[src/rtl/uart_rx_pkg.sv]
package uart_rx_pkg;
  typedef enum logic [2:0] {
    ST_IDLE    = 3'd0,
    ST_HUNT    = 3'd1,
    ST_CONFIRM = 3'd2,
    ST_DATA    = 3'd3,
    ST_STOP    = 3'd4
  } rx_state_t;
endpackage

[src/rtl/rx_bit_timer.sv]
// Bit-period counter with half-period and full-period terminal flags.
module rx_bit_timer #(
  parameter int BIT_TICKS = 16
) (
  input  logic clk,
  input  logic rst,
  input  logic clr,
  output logic half_hit,
  output logic full_hit
);
  localparam int HALF_TICKS = BIT_TICKS / 2;
  localparam int CW = $clog2(BIT_TICKS + 1);

  logic [CW-1:0] cnt;

  always_ff @(posedge clk) begin
    if (rst || clr) cnt <= '0;
    else            cnt <= cnt + 1'b1;
  end

  assign half_hit = (cnt == CW'(HALF_TICKS - 1));
  assign full_hit = (cnt == CW'(BIT_TICKS - 1));
endmodule

[src/rtl/rx_hunt_timer.sv]
// Accumulates cycles spent searching with the line high; not cleared by a rejected start.
module rx_hunt_timer #(
  parameter int HUNT_TICKS = 160
) (
  input  logic clk,
  input  logic rst,
  input  logic clr,
  input  logic en,
  output logic expired
);
  localparam int HW = $clog2(HUNT_TICKS + 1);

  logic [HW-1:0] cnt;

  always_ff @(posedge clk) begin
    if (rst || clr) cnt <= '0;
    else if (en)    cnt <= cnt + 1'b1;
  end

  assign expired = (cnt == HW'(HUNT_TICKS - 1));
endmodule

[src/rtl/rx_shift.sv]
// LSB-first data assembly with a bit index.
module rx_shift #(
  parameter int DATA_BITS = 8
) (
  input  logic                 clk,
  input  logic                 rst,
  input  logic                 clr,
  input  logic                 shift_en,
  input  logic                 bit_in,
  output logic [DATA_BITS-1:0] q,
  output logic                 last_bit
);
  localparam int IW = $clog2(DATA_BITS + 1);

  logic [IW-1:0] idx;

  always_ff @(posedge clk) begin
    if (rst || clr) begin
      idx <= '0;
    end else if (shift_en) begin
      idx <= idx + 1'b1;
    end
  end

  always_ff @(posedge clk) begin
    if (rst) begin
      q <= '0;
    end else if (shift_en) begin
      q <= {bit_in, q[DATA_BITS-1:1]};
    end
  end

  assign last_bit = (idx == IW'(DATA_BITS - 1));
endmodule

[src/rtl/uart_rx_hunt.sv]
module uart_rx_hunt
  import uart_rx_pkg::*;
#(
  parameter int CLK_HZ    = 200_000_000,
  parameter int BAUD      = 9600,
  parameter int HUNT_BITS = 49,
  parameter int DATA_BITS = 8
) (
  input  logic                 clk,
  input  logic                 rst,
  input  logic                 arm,
  input  logic                 rx_line,
  output logic [DATA_BITS-1:0] rx_byte,
  output logic                 done,
  output logic                 ok,
  output logic                 err
);
  localparam int BIT_TICKS  = CLK_HZ / BAUD;
  localparam int HUNT_TICKS = BIT_TICKS * HUNT_BITS;

  rx_state_t state;
  logic half_hit, full_hit, hunt_out, last_bit;
  logic tmr_clr, hunt_clr, hunt_en, sh_clr, sh_en;
  logic [DATA_BITS-1:0] shreg;

  always_comb begin
    tmr_clr = 1'b0;
    unique case (state)
      ST_IDLE, ST_HUNT: tmr_clr = 1'b1;
      ST_CONFIRM:       tmr_clr = half_hit;
      ST_DATA, ST_STOP: tmr_clr = full_hit;
      default:          tmr_clr = 1'b1;
    endcase
  end

  assign hunt_clr = (state == ST_IDLE);
  assign hunt_en  = (state == ST_HUNT) && rx_line;
  assign sh_clr   = (state == ST_CONFIRM);
  assign sh_en    = (state == ST_DATA) && full_hit;

  rx_bit_timer #(.BIT_TICKS(BIT_TICKS)) u_tmr (
    .clk(clk), .rst(rst), .clr(tmr_clr),
    .half_hit(half_hit), .full_hit(full_hit)
  );

  rx_hunt_timer #(.HUNT_TICKS(HUNT_TICKS)) u_hunt (
    .clk(clk), .rst(rst), .clr(hunt_clr), .en(hunt_en), .expired(hunt_out)
  );

  rx_shift #(.DATA_BITS(DATA_BITS)) u_sh (
    .clk(clk), .rst(rst), .clr(sh_clr), .shift_en(sh_en),
    .bit_in(rx_line), .q(shreg), .last_bit(last_bit)
  );

  always_ff @(posedge clk) begin
    if (rst) begin
      state   <= ST_IDLE;
      done    <= 1'b0;
      ok      <= 1'b0;
      err     <= 1'b0;
      rx_byte <= '0;
    end else begin
      done <= 1'b0;
      ok   <= 1'b0;
      err  <= 1'b0;
      unique case (state)
        ST_IDLE: begin
          if (arm) state <= ST_HUNT;
        end
        ST_HUNT: begin
          if (!rx_line) begin
            state <= ST_CONFIRM;
          end else if (hunt_out) begin
            state <= ST_IDLE;
            done  <= 1'b1;
            err   <= 1'b1;
          end
        end
        ST_CONFIRM: begin
          if (half_hit) state <= rx_line ? ST_HUNT : ST_DATA;
        end
        ST_DATA: begin
          if (full_hit && last_bit) state <= ST_STOP;
        end
        ST_STOP: begin
          if (full_hit) begin
            state <= ST_IDLE;
            done  <= 1'b1;
            ok    <= rx_line;
            err   <= !rx_line;
            if (rx_line) rx_byte <= shreg;
          end
        end
        default: state <= ST_IDLE;
      endcase
    end
  end
endmodule

[config.mk]
export PLATFORM = sky130hd
export DESIGN_NAME = uart_rx_hunt
export DESIGN_NICKNAME = d
export VERILOG_FILES = /design/src/rtl/uart_rx_pkg.sv /design/src/rtl/rx_bit_timer.sv /design/src/rtl/rx_hunt_timer.sv /design/src/rtl/rx_shift.sv /design/src/rtl/uart_rx_hunt.sv
export SDC_FILE = /design/constraint.sdc
export NUM_CORES = 1
export LEC_CHECK = 0
export ABC_AREA = 0
export BUFFER_PORTS_ARGS = -buffer_cell sky130_fd_sc_hd__buf_2
export CORE_ASPECT_RATIO = 0.6
export CORE_UTILIZATION = 54
export DETAILED_ROUTE_END_ITERATION = 10
export PLACE_DENSITY_LB_ADDON = 0.3
export REMOVE_ABC_BUFFERS = 1
export SLEW_MARGIN = 20
export SYNTH_ARGS = -nofsm -noshare
export SYNTH_HDL_FRONTEND = slang
export SYNTH_SLANG_ARGS = --single-unit
[constraint.sdc]
create_clock -name clk -period 1.75 [get_ports clk]
set_input_delay 0.0875 -clock clk [delete_from_list [all_inputs] [get_ports clk]]
set_output_delay 0.0875 -clock clk [all_outputs]
set_load 0.01 [all_outputs]
==> impl_results.md <==
- Status: finished, violations left
- Failing checks: negative setup slack
- Final hold violations: 0
- Area leader, netlist: dfxtp_1
- Global-route wire length before repair: between 10 and 15 mm
- Hold Buf Count CTS: 0
- Clk slew on worst S/H paths: approximately 0.080 ns
- Final setup vio count: 1
- Clock Root Buffer: clkbuf_8
- Mean post-synth cell area: 9.00 um2
- H-Tree Depth: 3
- Critical Path RT: roughly 2.1 ns
- Worst Tran Pin Value: ~0.38 ns
- Fin Setup TNS: -0.0119 ns
- FF-to-FF setup slack: -0.01 ns
- Top post-synthesis cells by area: dfxtp_1 (45%), nor2_1 (8.0%), xor2_1 (7.7%)
- Mapped Cells: slightly above 300
- DR iter-0 viols: ~210
- Fmax: ~570 MHz
- Wire length per cell: roughly 15 um
- Post-synth top area share: 0.448
- DR DRC count: 0
- Fin Hold WS: about 0.047 ns
- Post-synth EDFFs: 0
- Syn-to-layout area delta: 27.8%
- Share of cells above drive strength 1: 0.280
- Worst-case reg-to-reg path depth: 5
- RSZ-0062 raised after global routing: yes
- Max clock buf depth: 2
- Num ports: 15
- Top FF cell, synth: dfxtp_1
- Post-synthesis cell type count: 41
- Final WS setup: -0.0119 ns
- Port Buffers: 14
- Reg2reg start: u_hunt.cnt[2]
- Yosys warns: 0
- TritonRoute pass-1 iters: 4
- Die X-Extent: 93.7 um
- Final period util: 1.01
- Post-synth ARST share: 0
- PwrDens: 933 nW/um2
- Slew HR: 0.740
- Leakage power total: approximately 1.4 nW
- Routed vias/inst: roughly 5.4
- Core ar.: 4710 um2
- Reg2reg end: state[2]
- Critical Path End: state[2]
- Overall power: roughly 0.0033 W
- Die area: 5350 um2
- Max rail drop VDD: 0.767 mV
- Sink Count: 61
- DP HPWL: about 4.2 mm
- Worst EP arrival: 2.06 ns
- Worst min path class: in2reg
- Clock Skew: 0.00610 ns
- CP startpoint kind: flop
- Placed cell areas: roughly 3100 um2
- Layout Nets: 365
- Largest net degree at the start of global routing: 21
- Antenna viol nets, final: 0
- CTS tree: yes
- RePlAce Congestion: a little over 0.8
- Crit path max fanout: 2
- # diodes: 0
- Period minus WS final: approximately 1.8 ns
- Final instance area: between 3000 and 4000 um2
- GRT Util Overall: 0.255
- DR vias: roughly 2.3k
- Max Slew Vio Count: 0
- Antenna violations before repair: 0
- Fin util: 0.740
- Seq cells post-synth: a little over 60
- Setup CP Type: reg2reg
- Vias in the first global route: about 2.2k
- Grt total ovfl: 0
- Setup crit start: u_hunt.cnt[2]
- Post-synthesis instance area: approximately 2700 um2
- Worst-skew pair later-pin latency: about 0.35 ns
- Die H: 57.0 um
- Sequential share of the synthesized area: 0.448
- CTS Buf Count: 9
- Initial Utilization: 0.579
- Final wirelength: between 6 and 7 mm
- Max_cap viols: 0
- CP endpoint kind: flop
- Rows: 19
==> synthesized netlist by cell type (2+ instances only) <==
| library cell | count |
|---|---|
| dfxtp_1 | 61 |
| nor2_1 | 58 |
| xor2_1 | 24 |
| nand3_1 | 18 |
| mux2i_1 | 17 |
| nand2_1 | 16 |
| nand4_1 | 12 |
| and3_1 | 9 |
| xnor2_1 | 9 |
| clkbuf_1 | 8 |
| a21oi_1 | 7 |
| buf_2 | 6 |
| ha_1 | 5 |
| inv_1 | 5 |
| nor3_1 | 5 |
| nor2b_1 | 4 |
| o21ai_0 | 4 |
| and2_1 | 3 |
| nand3b_1 | 3 |
| nor4bb_1 | 3 |
| a21o_1 | 2 |
| and4_1 | 2 |
| nor4_1 | 2 |
| nor4b_1 | 2 |
| or2_2 | 2 |
==> report_power, final <==
part	total [W]	internal (W)	switching, W
logic	0.000500	0.000216	0.000284
clock network	0.00130	0.000678	0.000625
registers	0.00145	0.00142	0.0000299
total	0.00325	0.00231	0.000939
==> critical path, cell delays in order, from the launching register on <==
cell and delay, ns:
dfxtp_2 0.32, or4_4 0.54, nor4_4 0.18, a21oi_2 0.10, or4b_1 0.50, nand2_1 0.07
==> layout make-up <==
type,instances,area (um2)
fillers,318,1220
clock inverters,7,81.3
flip-flops and latches,61,1230
inverters,5,18.8
clock buffers,9,124
multi-input cells,221,1510
repair buffers,58,447
well taps,63,78.8
==> worst min path at each step <==
stage | slack [ns] | end | from | depth (start not counted)
6_report | 0.05 | state[1] | rst | 2
2_1_floorplan | 0.16 | done | rst | 1
3_3_place_gp | 0.39 | state[1] | rst | 2
3_5_place_dp | 0.40 | state[1] | rst | 2
4_1_cts | 0.02 | state[1] | rst | 2
5_1_grt | 0.05 | state[1] | rst | 2
==> timing repair <==
action,4_1_cts,5_1_grt
setup buffers,0,1
setup endpoints to repair,36,30
pin swaps,0,4
endpoints found under the hold margin,0,0
gates resized for setup,9,18
cloned,0,1
==> state kept, by name, indices dropped and copies added, names as in the netlist <==
register    flops
u_sh.q          8
u_hunt.cnt     20
u_tmr.cnt      15
done            1
rx_byte         8
err             1
u_sh.idx        4
state           3
ok              1
==> per-stage QoR <==
stage	worst slack, ns	std cells
5_1_grt	-0.103	424
4_1_cts	-0.00371	422
2_1_floorplan	-0.0454	287
3_5_place_dp	-0.108	406
6_report	-0.0119	424
3_3_place_gp	-0.0203	406
==> layout by cell type, fill, tap and decap left out, types with 2 or more instances in the layout <==
master and instances:
dfxtp_1 55, nor2_1 52, buf_4 40, xor2_1 24, mux2i_1 17, nand3_1 17, nand2_1 16, buf_2 14
nand4_1 12, xnor2_1 9, and3_1 9, clkbuf_8 9, a21oi_1 6, dfxtp_2 6, inv_1 5, nor2_2 5
nor3_1 5, o21ai_0 4, nor2b_1 4, ha_1 4, and2_1 3, nand3b_1 3, nor4bb_1 2, and4_1 2
inv_6 2, clkinv_4 2, buf_12 2
==> logic make-up (layout without fill, tap and decap cells) <==
kind of cell / after synthesis / in the layout / share of synthesized area
AND/OR/NAND/NOR: 150 / 150 / 0.294
flip-flops: 61 / 61 / 0.448
XOR/XNOR: 33 / 33 / 0.106
buffers and inverters: 21 / 79 / 0.0330
multiplexers: 17 / 17 / 0.0624
AO/OA/AOI/OAI: 16 / 16 / 0.0335
adder cells (fa/ha/maj): 5 / 5 / 0.0229
==> metal layers <==
metal  track usage  wire (um)  part of all wire
met1         0.349       3300              0.51
met3        0.0947        328             0.051
met4        0.0791         90             0.014
met5             0          0                 0
met2         0.376       2760              0.43
Note: power is estimated with default switching activity, not from simulation.
